<file path="src/rtl/ecc_b2_pkg.sv">
package ecc_b2_pkg;

   // Smallest check width r with 2^r >= data + r + 1.
   function automatic int unsigned chk_width(input int unsigned dw);
      int unsigned r;
      r = 1;
      while ((1 << r) < dw + r + 1) r++;
      return r;
   endfunction

   // Codeword position (1-based) of data bit i: the i-th position that is not a power of two.
   function automatic int unsigned data_pos(input int unsigned i);
      int unsigned k;
      int unsigned res;
      k   = 0;
      res = 0;
      for (int unsigned p = 3; p < i + 64; p++) begin
         if ((p & (p - 1)) != 0) begin
            if (k == i && res == 0) res = p;
            k++;
         end
      end
      return res;
   endfunction

endpackage

</file>
<file path="src/rtl/ecc_b2_codec.sv">
module ecc_b2_codec #(
   parameter int unsigned DW = 36,
   parameter int unsigned CW = 6
) (
   input  logic [DW-1:0] enc_dat,
   output logic [CW-1:0] enc_chk,
   input  logic [DW-1:0] dec_dat,
   input  logic [CW-1:0] dec_chk,
   input  logic          dec_raw,
   output logic [DW-1:0] dec_out,
   output logic          dec_sec
);
   logic [CW-1:0] pos_tab [DW];
   logic [CW-1:0] syn;
   logic [DW-1:0] fix;

   for (genvar i = 0; i < DW; i++) begin : g_pos
      localparam int unsigned P = ecc_b2_pkg::data_pos(i);
      assign pos_tab[i] = CW'(P);
   end

   always_comb begin
      enc_chk = '0;
      for (int i = 0; i < DW; i++)
         for (int j = 0; j < CW; j++)
            if (pos_tab[i][j]) enc_chk[j] = enc_chk[j] ^ enc_dat[i];
   end

   always_comb begin
      syn = dec_chk;
      for (int i = 0; i < DW; i++)
         for (int j = 0; j < CW; j++)
            if (pos_tab[i][j]) syn[j] = syn[j] ^ dec_dat[i];
      for (int i = 0; i < DW; i++) fix[i] = (pos_tab[i] == syn);
   end

   always_comb begin
      if (dec_raw) begin
         dec_out = dec_dat;
         dec_sec = 1'b0;
      end else begin
         dec_out = dec_dat ^ fix;
         dec_sec = (syn != '0) && ((|fix) || $onehot(syn));
      end
   end
endmodule

</file>
<file path="src/rtl/ecc_b2_array.sv">
module ecc_b2_array #(
   parameter int unsigned IW = 4,
   parameter int unsigned DW = 36,
   parameter int unsigned CW = 6,
   parameter int unsigned BW = 6
) (
   input  logic          clk,
   input  logic          rst_n,
   input  logic [IW-1:0] rd_idx,
   output logic [DW-1:0] rd_dat,
   output logic [CW-1:0] rd_chk,
   output logic          rd_raw,
   input  logic          wr_en,
   input  logic [IW-1:0] wr_idx,
   input  logic [DW-1:0] wr_dat,
   input  logic [CW-1:0] wr_chk,
   input  logic          wr_raw,
   input  logic          inj_en,
   input  logic [IW-1:0] inj_idx,
   input  logic [BW-1:0] inj_bit
);
   localparam int unsigned DEPTH = 1 << IW;
   localparam int unsigned NB    = DW + CW;

   logic [DW-1:0]    mem_d [DEPTH];
   logic [CW-1:0]    mem_c [DEPTH];
   logic [DEPTH-1:0] raw_q;
   logic [NB-1:0]    inj_mask;

   assign inj_mask = NB'(1) << inj_bit;
   assign rd_dat   = mem_d[rd_idx];
   assign rd_chk   = mem_c[rd_idx];
   assign rd_raw   = raw_q[rd_idx];

   always_ff @(posedge clk) begin
      if (wr_en) begin
         mem_d[wr_idx] <= wr_dat;
         mem_c[wr_idx] <= wr_chk;
      end else if (inj_en) begin
         mem_d[inj_idx] <= mem_d[inj_idx] ^ inj_mask[DW-1:0];
         mem_c[inj_idx] <= mem_c[inj_idx] ^ inj_mask[NB-1:DW];
      end
   end

   always_ff @(posedge clk) begin
      if (!rst_n)     raw_q         <= '0;
      else if (wr_en) raw_q[wr_idx] <= wr_raw;
   end

   // the unprotected mark follows the kind of the last write to a word
   a_r9_flag_track: assert property (@(posedge clk) disable iff (!rst_n)
      wr_en |=> raw_q[$past(wr_idx)] == $past(wr_raw));
endmodule

</file>
<file path="src/rtl/ecc_b2_sram.sv">
module ecc_b2_sram #(
   parameter int unsigned AW     = 4,
   parameter int unsigned LANES  = 4,
   parameter int unsigned LANE_W = 9,
   parameter int unsigned RD_LAT = 2,
   localparam int unsigned DW    = LANES * LANE_W,
   localparam int unsigned CW    = ecc_b2_pkg::chk_width(DW),
   localparam int unsigned BW    = $clog2(DW + CW)
) (
   input  logic              clk,
   input  logic              rst_n,
   input  logic              cmd_vld,
   input  logic              cmd_wr,
   input  logic [AW-1:0]     cmd_addr,
   input  logic [LANES-1:0]  wr_en,
   input  logic [DW-1:0]     wr_d,
   output logic [DW-1:0]     rd_q,
   output logic              rd_vld,
   output logic              rd_sec,
   input  logic              inj_en,
   input  logic [AW-1:0]     inj_addr,
   input  logic [BW-1:0]     inj_bit
);
   localparam int unsigned LAT = 2 * RD_LAT;

   initial begin
      a_cfg_aw:  assert (AW >= 1);
      a_cfg_lat: assert (RD_LAT >= 1);
      a_cfg_ln:  assert (LANES >= 1 && LANE_W >= 1);
   end

   typedef struct packed {
      logic          vld;
      logic          sec;
      logic [DW-1:0] dat;
   } rd_beat_t;

   logic          cur_act, cur_beat, cur_wr;
   logic [AW-1:0] cur_addr;
   logic          acc;
   logic [AW-1:0] idx;
   logic [DW-1:0] arr_dat, dec_out, merged;
   logic [CW-1:0] arr_chk, enc_chk;
   logic          arr_raw, dec_sec;
   logic          wr_go;
   rd_beat_t      pipe [LAT];

   // slot control: a strobe in the second cycle of a slot is ignored
   assign acc = cmd_vld && !(cur_act && !cur_beat);

   always_ff @(posedge clk) begin
      if (!rst_n) begin
         cur_act  <= 1'b0;
         cur_beat <= 1'b0;
         cur_wr   <= 1'b0;
         cur_addr <= '0;
      end else if (acc) begin
         cur_act  <= 1'b1;
         cur_beat <= 1'b0;
         cur_wr   <= cmd_wr;
         cur_addr <= cmd_addr;
      end else if (cur_act && !cur_beat) begin
         cur_beat <= 1'b1;
      end else begin
         cur_act  <= 1'b0;
      end
   end

   // beat counter preset from the low address bit, toggled for beat 1
   assign idx = cur_addr ^ AW'(cur_beat);

   ecc_b2_array #(.IW(AW), .DW(DW), .CW(CW), .BW(BW)) i_array (
      .clk(clk), .rst_n(rst_n),
      .rd_idx(idx), .rd_dat(arr_dat), .rd_chk(arr_chk), .rd_raw(arr_raw),
      .wr_en(wr_go), .wr_idx(idx), .wr_dat(merged), .wr_chk(enc_chk),
      .wr_raw(!(&wr_en)),
      .inj_en(inj_en), .inj_idx(inj_addr), .inj_bit(inj_bit)
   );

   ecc_b2_codec #(.DW(DW), .CW(CW)) i_codec (
      .enc_dat(merged), .enc_chk(enc_chk),
      .dec_dat(arr_dat), .dec_chk(arr_chk), .dec_raw(arr_raw),
      .dec_out(dec_out), .dec_sec(dec_sec)
   );

   for (genvar l = 0; l < LANES; l++) begin : g_lane
      assign merged[l*LANE_W +: LANE_W] = wr_en[l] ? wr_d[l*LANE_W +: LANE_W]
                                                   : dec_out[l*LANE_W +: LANE_W];
   end

   assign wr_go = cur_act && cur_wr && (|wr_en);

   for (genvar s = 0; s < LAT; s++) begin : g_stage
      always_ff @(posedge clk) begin
         if (!rst_n) begin
            pipe[s] <= '0;
         end else if (s == 0) begin
            pipe[s].vld <= cur_act && !cur_wr;
            pipe[s].sec <= cur_act && !cur_wr && dec_sec;
            pipe[s].dat <= dec_out;
         end else begin
            pipe[s] <= pipe[(s == 0) ? 0 : s - 1];
         end
      end
   end

   assign rd_q   = pipe[LAT-1].dat;
   assign rd_vld = pipe[LAT-1].vld;
   assign rd_sec = pipe[LAT-1].sec;

   // acceptance opens beat 0 of a slot at the commanded address
   a_r1_slot_open: assert property (@(posedge clk) disable iff (!rst_n)
      acc |=> cur_act && !cur_beat && cur_addr == $past(cmd_addr));
   // beat 0 is always followed by beat 1 of the same command
   a_r2_no_cut: assert property (@(posedge clk) disable iff (!rst_n)
      (cur_act && !cur_beat) |=> cur_act && cur_beat && $stable(cur_addr));
   // an unprotected word passes through the decoder untouched
   a_r8_raw_pass: assert property (@(posedge clk) disable iff (!rst_n)
      (cur_act && arr_raw) |-> (dec_out == arr_dat) && !dec_sec);
   // no output activity straight out of reset
   a_r10_quiet: assert property (@(posedge clk)
      !rst_n |=> !rd_vld && !rd_sec);
endmodule

</file>
<file path="config.mk">
export PLATFORM = sky130hd
export DESIGN_NAME = ecc_b2_sram
export DESIGN_NICKNAME = d
export VERILOG_FILES = /design/src/rtl/ecc_b2_pkg.sv /design/src/rtl/ecc_b2_codec.sv /design/src/rtl/ecc_b2_array.sv /design/src/rtl/ecc_b2_sram.sv
export SDC_FILE = /design/constraint.sdc
export NUM_CORES = 1
export LEC_CHECK = 0
export BUFFER_PORTS_ARGS = -buffer_cell sky130_fd_sc_hd__buf_2
export CAP_MARGIN = 20
export CORE_MARGIN = 2
export CORE_UTILIZATION = 50
export CTS_BUF_LIST = sky130_fd_sc_hd__clkbuf_4 sky130_fd_sc_hd__clkbuf_8
export DETAILED_ROUTE_END_ITERATION = 16
export PLACE_DENSITY_LB_ADDON = 0.12
export SETUP_SLACK_MARGIN = 0.1
export SLEW_MARGIN = 20
export SYNTH_ARGS = -nofsm -noshare
export SYNTH_HDL_FRONTEND = slang
export SYNTH_SLANG_ARGS = --single-unit
export TNS_END_PERCENT = 5
</file>
<file path="constraint.sdc">
create_clock -name clk -period 18.95 [get_ports clk]
set_input_delay 3.79 -clock clk [delete_from_list [all_inputs] [get_ports clk]]
set_output_delay 3.79 -clock clk [all_outputs]
set_load 0.01 [all_outputs]
</file>
==> results of run 1 <==
-- worst register-to-register path, cell delays in order, from the launching register on --
cell and delay (ns):
dfxtp_1 0.45, xnor2_4 0.65, buf_12 0.49, buf_4 1.06, mux4_1 0.43, nand2b_1 0.11, o21ai_0 0.09, nor3_1 0.92
xnor2_1 0.21, xnor3_1 0.43, xor2_2 0.50, inv_2 0.19, or3_1 0.60, a211oi_1 0.34, xnor2_1 0.24, nor2_1 0.07
a21oi_1 0.71, xnor3_1 0.58, xnor2_2 0.15, xnor2_1 0.16, o21ai_1 0.80
-- path summary, 6_finish.rpt --
kind / to / cells after the start / start / slack [ns]
hold reg to reg: pipe[1][14]$_SDFF_PN0_ / 1 / pipe[0][14]$_SDFF_PN0_ / 0.41
hold / removal: pipe[1][14]$_SDFF_PN0_ / 1 / pipe[0][14]$_SDFF_PN0_ / 0.41
setup reg to reg: i_array.mem_c[3][0]$_DFFE_PP_ / 20 / cur_beat$_SDFFE_PP0P_ / 9.42
setup / recovery: i_array.mem_c[3][0]$_DFFE_PP_ / 20 / cur_beat$_SDFFE_PP0P_ / 9.42
-- power by group through the flow --
stage          clock (mW)  combinational [mW]  sequential (mW)
2_1_floorplan           0                1.96             2.49
3_3_place_gp            0                2.62             2.50
3_5_place_dp            0                2.67             2.51
4_1_cts              1.68                2.67             2.47
5_1_grt              1.77                2.93             2.48
6_report             1.65                2.71             2.47
-- state kept, by name, indices dropped and copies added, names as in the netlist --
| name | count |
|---|---|
| cur_act | 1 |
| cur_addr | 4 |
| cur_beat | 1 |
| cur_wr | 1 |
| i_array.mem_c | 96 |
| i_array.mem_d | 576 |
| i_array.raw_q | 16 |
| pipe | 152 |
-- cell families (layout without fill, tap and decap cells) --
| family | after synthesis | after routing |
|---|---|---|
| XOR/XNOR | 209 | 209 |
| adder cells (fa/ha/maj) | 7 | 7 |
| other | 0 | 3 |
| AO/OA/AOI/OAI | 166 | 166 |
| AND/OR/NAND/NOR | 553 | 553 |
| flip-flops | 847 | 847 |
| buffers and inverters | 204 | 458 |
| multiplexers | 461 | 461 |
-- layout by cell type, fill, tap and decap left out, types with 32 or more instances in the layout --
master and instances:
clkbuf_4 56, buf_2 92, o21ai_0 36, and2_1 134
dfxtp_1 172, xnor2_1 123, clkbuf_8 149, mux4_2 344
nand2_1 124, nor2_1 97, buf_4 71, xor2_1 56
nor3b_1 32, nor3_1 53, mux2i_1 75, edfxtp_1 672
a21oi_1 55
-- cell type report --
| type | instances | area (um2) |
|---|---|---|
| clock inverters | 54 | 445 |
| flip-flops and latches | 847 | 23700 |
| well taps | 1060 | 1330 |
| inverters | 31 | 116 |
| clock buffers | 202 | 2440 |
| fillers | 6342 | 35300 |
| multi-input cells | 1396 | 15700 |
| diodes | 3 | 7.51 |
| repair buffers | 171 | 1120 |
-- stage by stage --
stage / power [mW] / setup slack, ns / util [%] / hold slack, ns / cells
2_1_floorplan: 4.45 / 11.24 / - / 0.412 / 2447
6_report: 6.84 / 9.42 / 56.0 / 0.409 / 3764
3_3_place_gp: 5.12 / 9.81 / 52.3 / 0.414 / 3501
4_1_cts: 6.83 / 9.52 / 55.9 / 0.416 / 3758
5_1_grt: 7.18 / 9.07 / 56.0 / 0.430 / 3764
3_5_place_dp: 5.18 / 9.55 / 52.3 / 0.417 / 3502
-- routing by layer --
layer,routed length [um],vias to the layer above,track usage [%],part of all wire (%)
li1,-,9923,-,-
met2,55900,1268,45.3,47
met5,0,-,0,0
met4,3100,0,8.64,2.6
met1,49300,12700,41.5,41
met3,10600,206,5.97,8.9
==> results.tsv, run 1 <==
stage	metric	value	unit
placed_design	port_buffers	96	
yosys	ys_seq_area_share	58.7	%
sta	setup_viol	0	
floorplan	rows	104	
detailed_routing	via_per_inst	6.40	
power	powerDensity	152	nW/um2
setup_path	critPathTopFamily	XOR/XNOR gates	
sta	final.min_clock_period	9.53	ns
power	clkPwrFrac	24.2	%
layout	nNetsFinal	2656	
power	p_seq_share	36.1	%
yosys	synth_top_area_cell	edfxtp_1	
setup_path	required	19.40	ns
setup_path	slowest_stage	nor3_1	
detailed_routing	wl_per_cell	31.6	um
setup_path	critPathBufInv	3	
yosys	ys_warn_count	0	
floorplan	io_pins	97	
detailed_routing	drtAntennaViolNets	0	
sta	fmax	105	MHz
detailed_routing	dr.pass1.iters	5	
yosys	synth_top_family_by_area	multiplexers	
setup_path	worstPathMaxFanout	96	
cts	htree_levels	4	
yosys	synth_mux_area_share	23.2	%
sta	grt_setup_unrepaired	false	
floorplan	chipHeight	288	um
setup_path	cp_cell_sequence	xnor2_4, buf_12, buf_4, mux4_1, nand2b_1, o21ai_0, nor3_1, xnor2_1, xnor3_1, xor2_2, inv_2, or3_1, a211oi_1, xnor2_1, nor2_1, a21oi_1, xnor3_1, xnor2_2, xnor2_1, o21ai_1	
placed_design	gp_congestion	0.983	
yosys	syn-cell-area	40300	um2
placed_design	placed_area	41900	um2
yosys	synth_xor_area_share	5.41	%
placed_design	hpwl	73.2	mm
yosys	synth_edf_count	672	
cts	post_cts_buffers	0	
setup_path	cp.arrival	9.97	ns
sta	slew_viol_final	0	
sta	skew	0.0381	ns
setup_path	start_kind	register	
power	switchingPower	2.49	mW
status	status	finished, final reports clean	
setup_path	critPathKind	register to register	
flow_run	drv_cap	0	
detailed_routing	drt_iter0_drc	2892	
power	p_int	4.35	mW
yosys	yosys-top-cells-area	edfxtp_1 (50%), mux4_2 (19%), dfxtp_1 (8.7%)	
cts	clk_path_buf_depth	3	
power	p_leak	15.1	nW
yosys	ys_types	76	
yosys	synthAdderAreaFrac	0.254	%
sta	hold_violations	0	
setup_path	slowest_delay	0.92	ns
setup_path	end_kind	register	
layout	drive_above_1_share	30.8	%
global_route	grt_overflow	0	
detailed_routing	num_vias	24100	
cts	clockRootBuffer	clkbuf_8	
global_route	grtUsageTotal	29.0	%
yosys	synth-simple-area-share	7.17	%
yosys	yosys_most_used_dff	edfxtp_1	
global_route	grt_pass1_wl	171	mm
floorplan	start_util	50.3	%
layout	postLayoutCellArea	44900	um2
cts	cts_tree	built	
yosys	syn_nets	2513	
power	netSwitchingFraction	36.4	%
sta	worstMarginPinSlew	1.20	ns
cts	cts_made_buffers	143	
yosys	yosys-top-cells-count	edfxtp_1 (672), mux4_2 (344), dfxtp_1 (175)	
cts	cts_resized	0	
yosys	avgSynthCellArea	16.5	um2
cts	clkSlewWorstSetupHoldPaths	0.06	ns
sta	setup-tns-final	0	ns
cts	clock_latency	0.81	ns
sta	min_period_over_period	50.3	%
global_route	grt_pass1_vias	24100	
detailed_routing	drc	0	
power	comb_power_share	39.7	%
hold_path	hold_path_class	register to register	
sta	slew-limit-headroom	19.7	%
floorplan	fp.dieW	288	um
yosys	synth-compound-area-share	2.58	%
layout	area_growth	11.3	%
cts	postCtsHoldBufs	0	
yosys	synthArstFlopShare	0	%
yosys	netlist_instances	2447	
yosys	synth_seq_cells	847	
cts	cts_sinks	847	
global_route	antenna_found_initial	1	
detailed_routing	routed_wirelength	119	mm
floorplan	coreArea	80200	um2
yosys	synth_top_area_share	50.1	%
global_route	grt_max_degree	132	
setup_path	path_common_cell	xnor2_1	
power	peakVddDrop	0.255	mV
floorplan	die-area	82900	um2
yosys	post-synth-top-count-cell	edfxtp_1	
Power figures use the tool's default switching activity.
==> run 2: changes to the inputs <==
==> constraint.sdc (replaced) <==
create_clock -name clk -period 9.5 [get_ports clk]
set_input_delay 1.9 -clock clk [delete_from_list [all_inputs] [get_ports clk]]
set_output_delay 1.9 -clock clk [all_outputs]
set_load 0.01 [all_outputs]
==> run 2 against run 1 <==
Register-to-register slack worse by 8.1 ns. Critical path type unchanged. Global-route usage is 0.46 points higher. Combinational power is 110% higher. Non-clock buffer count is 14 higher. Worst hold slack worse by 0.0054 ns. Sequential cell count stayed put. Clock power is 110% higher. Utilization is 0.31 points higher. Critical path depth is 2 lower. Largest cell class unchanged.
==> results.tsv, run 2 (synthesis gave the netlist of run 1 again) <==
stage	metric	value	unit	change
detailed_routing	wl_per_cell	31.9	um	+1.2%
detailed_routing	via_per_inst	6.38		-0.37%
placed_design	hpwl	74.9	mm	+2.3%
detailed_routing	num_vias	24200		+0.21%
layout	nNetsFinal	2672		+0.60%
hold_path	hold_path_class	register to register		
cts	clockRootBuffer	clkbuf_8		
hold_path	worstHoldStart	pipe[2][17]$_SDFF_PN0_		
cts	cts_resized	0		unchanged
power	switchingPower	5.10	mW	+100%
power	p_int	8.81	mW	+100%
detailed_routing	routed_wirelength	121	mm	+1.8%
hold_path	hold_path_end	pipe[3][17]$_SDFF_PN0_		
setup_path	required	9.97	ns	-9.43 ns
setup_path	end_kind	register		
layout	reg_top3	i_array.mem_d (576), pipe (152), i_array.mem_c (96)		
floorplan	start_util	50.3	%	unchanged
sta	fmax	122	MHz	+16%
sta	min_period_over_period	86.4	%	+36 points
setup_path	cp.arrival	8.67	ns	-1.30 ns
sta	setup_viol	0		unchanged
power	powerDensity	308	nW/um2	+100%
setup_path	r2r_slack	1.30	ns	-8.13 ns
floorplan	coreArea	80200	um2	unchanged
global_route	antenna_found_initial	6		+5
layout	largest_reg_flops	576		unchanged
sta	slew-limit-headroom	23.0	%	+3.3 points
power	comb_power_share	40.1	%	+0.4 points
floorplan	io_pins	97		unchanged
sta	setup-tns-final	0	ns	unchanged
layout	layout_common_cells	edfxtp_1 (672), mux4_2 (344), dfxtp_1 (172)		
sta	skew	0.0392	ns	+0.00112 ns
detailed_routing	drc	0		unchanged
sta	fin_hold_ws	0.404	ns	-0.00538 ns
layout	area_growth	11.9	%	
layout	multi_input_area	15700	um2	about the same
floorplan	die-area	82900	um2	unchanged
power	clkPwrFrac	24.5	%	+0.3 points
placed_design	port_buffers	96		unchanged
sta	slew_viol_final	0		unchanged
setup_path	reg2reg_to	i_array.mem_c[15][0]$_DFFE_PP_		
layout	mostFrequentLayoutCell	edfxtp_1		
global_route	grtUsageTotal	29.5	%	+0.46 points
status	status	finished, final reports clean		
layout	drive_above_1_share	31.0	%	+0.18 points
layout	n_fill_cell	6314		-0.44%
global_route	grt_max_degree	86		-35%
floorplan	fp.dieW	288	um	unchanged
hold_path	holdPathStages	1		unchanged
setup_path	worstPathMaxFanout	53		-45%
floorplan	rows	104		unchanged
setup_path	r2r_cells	18		-10%
detailed_routing	drt_iter0_drc	2903		+0.38%
power	p_leak	15.3	nW	+0.73%
power	peakVddDrop	0.563	mV	+120%
detailed_routing	dr.pass1.iters	6		+1
setup_path	start_kind	register		
setup_path	r2r-start	cur_beat$_SDFFE_PP0P_		
cts	cts_made_buffers	145		+1.4%
layout	regArea	23700	um2	unchanged
placed_design	gp_congestion	0.965		-1.8%
sta	hold_violations	0		unchanged
sta	grt_setup_unrepaired	false		
power	netSwitchingFraction	36.7	%	+0.23 points
global_route	grt_pass1_vias	23900		-0.59%
layout	top_register	i_array.mem_d		
setup_path	critPathKind	register to register		
cts	post_cts_buffers	0		unchanged
sta	worstMarginPinSlew	1.15	ns	-0.0498 ns
cts	cts_tree	built		
global_route	grt_overflow	0		unchanged
floorplan	chipHeight	288	um	unchanged
cts	cts_sinks	847		unchanged
sta	final.min_clock_period	8.20	ns	-1.32 ns
power	p_seq_share	35.4	%	-0.7 points
cts	clkSlewWorstSetupHoldPaths	0.06	ns	about the same
cts	clk_path_buf_depth	3		unchanged
cts	postCtsHoldBufs	0		unchanged
detailed_routing	drtAntennaViolNets	0		unchanged
flow_run	drv_cap	0		unchanged
global_route	grt_pass1_wl	172	mm	+0.40%
cts	htree_levels	4		unchanged
cts	clock_latency	0.83	ns	+0.02 ns
run 2: metrics by stage:
| step | utilization (%) | std cells | power (mW) | setup WS, ns | instance area, um2 |
|---|---|---|---|---|---|
| floorplan | - | 2447 | 8.89 | 2.88 | 40300 |
| global placement | 52.5 | 3518 | 10.4 | 1.13 | 42100 |
| detailed placement | 52.5 | 3519 | 10.4 | 1.33 | 42100 |
| CTS | 56.3 | 3781 | 13.8 | 1.26 | 45100 |
| global route | 56.3 | 3783 | 14.5 | 0.895 | 45100 |
| finish | 56.3 | 3786 | 13.9 | 1.30 | 45100 |
run 2: cell type report:
| cell class | instances | area share (%) |
|---|---|---|
| flip-flops and latches | 847 | 52.5 |
| multi-input cells | 1396 | 34.9 |
| clock buffers | 198 | 5.51 |
| well taps | 1060 | 2.94 |
| repair buffers | 185 | 2.76 |
| clock inverters | 64 | 1.13 |
| inverters | 31 | 0.258 |
| diodes | 5 | 0.0277 |
run 2: critical path: stages (launching register included):
cell and delay, ns:
dfxtp_1 0.61, xor2_4 0.79, buf_12 0.42, mux4_1 0.60, a22oi_1 0.20, nand2_1 0.24
xnor2_1 0.23, xnor2_1 0.14, xnor3_1 0.46, xnor2_2 0.35, or3b_1 0.62, a21oi_1 0.28
xor2_1 0.19, mux2i_2 0.74, xnor2_1 0.20, xnor2_1 0.36, xnor3_1 0.40, xnor2_1 0.19
o21ai_1 0.77
run 2: worst max-delay path by stage:
stage                                   from                              to  slack (ns)  cells past startpoint
finish                 cur_beat$_SDFFE_PP0P_  i_array.mem_c[15][0]$_DFFE_PP_        1.30                     18
floorplan           cur_addr[0]$_SDFFE_PN0P_   i_array.mem_c[0][0]$_DFFE_PP_        2.88                     22
global route           cur_beat$_SDFFE_PP0P_  i_array.mem_c[12][0]$_DFFE_PP_        0.89                     18
detailed placement     cur_beat$_SDFFE_PP0P_   i_array.mem_c[8][5]$_DFFE_PP_        1.33                     18
global placement       cur_beat$_SDFFE_PP0P_   i_array.mem_c[9][0]$_DFFE_PP_        1.13                     18
CTS                    cur_beat$_SDFFE_PP0P_   i_array.mem_c[7][5]$_DFFE_PP_        1.26                     18
run 2: routing by layer:
layer	global-route usage, %	vias to the layer above	wire length (um)
met5	0	-	11
met4	8.58	2	3390
met3	7.25	215	13000
met2	45.2	1458	55900
met1	42.2	12500	48700
li1	-	9970	-
run 2: power by group through the flow:
stage	Sequential (mW)	Clock, mW	Combinational (mW)
6_report	4.93	3.41	5.58
5_1_grt	4.95	3.61	5.95
4_1_cts	4.93	3.46	5.46
3_5_place_dp	5.00	0	5.43
3_3_place_gp	4.99	0	5.40
2_1_floorplan	4.97	0	3.92
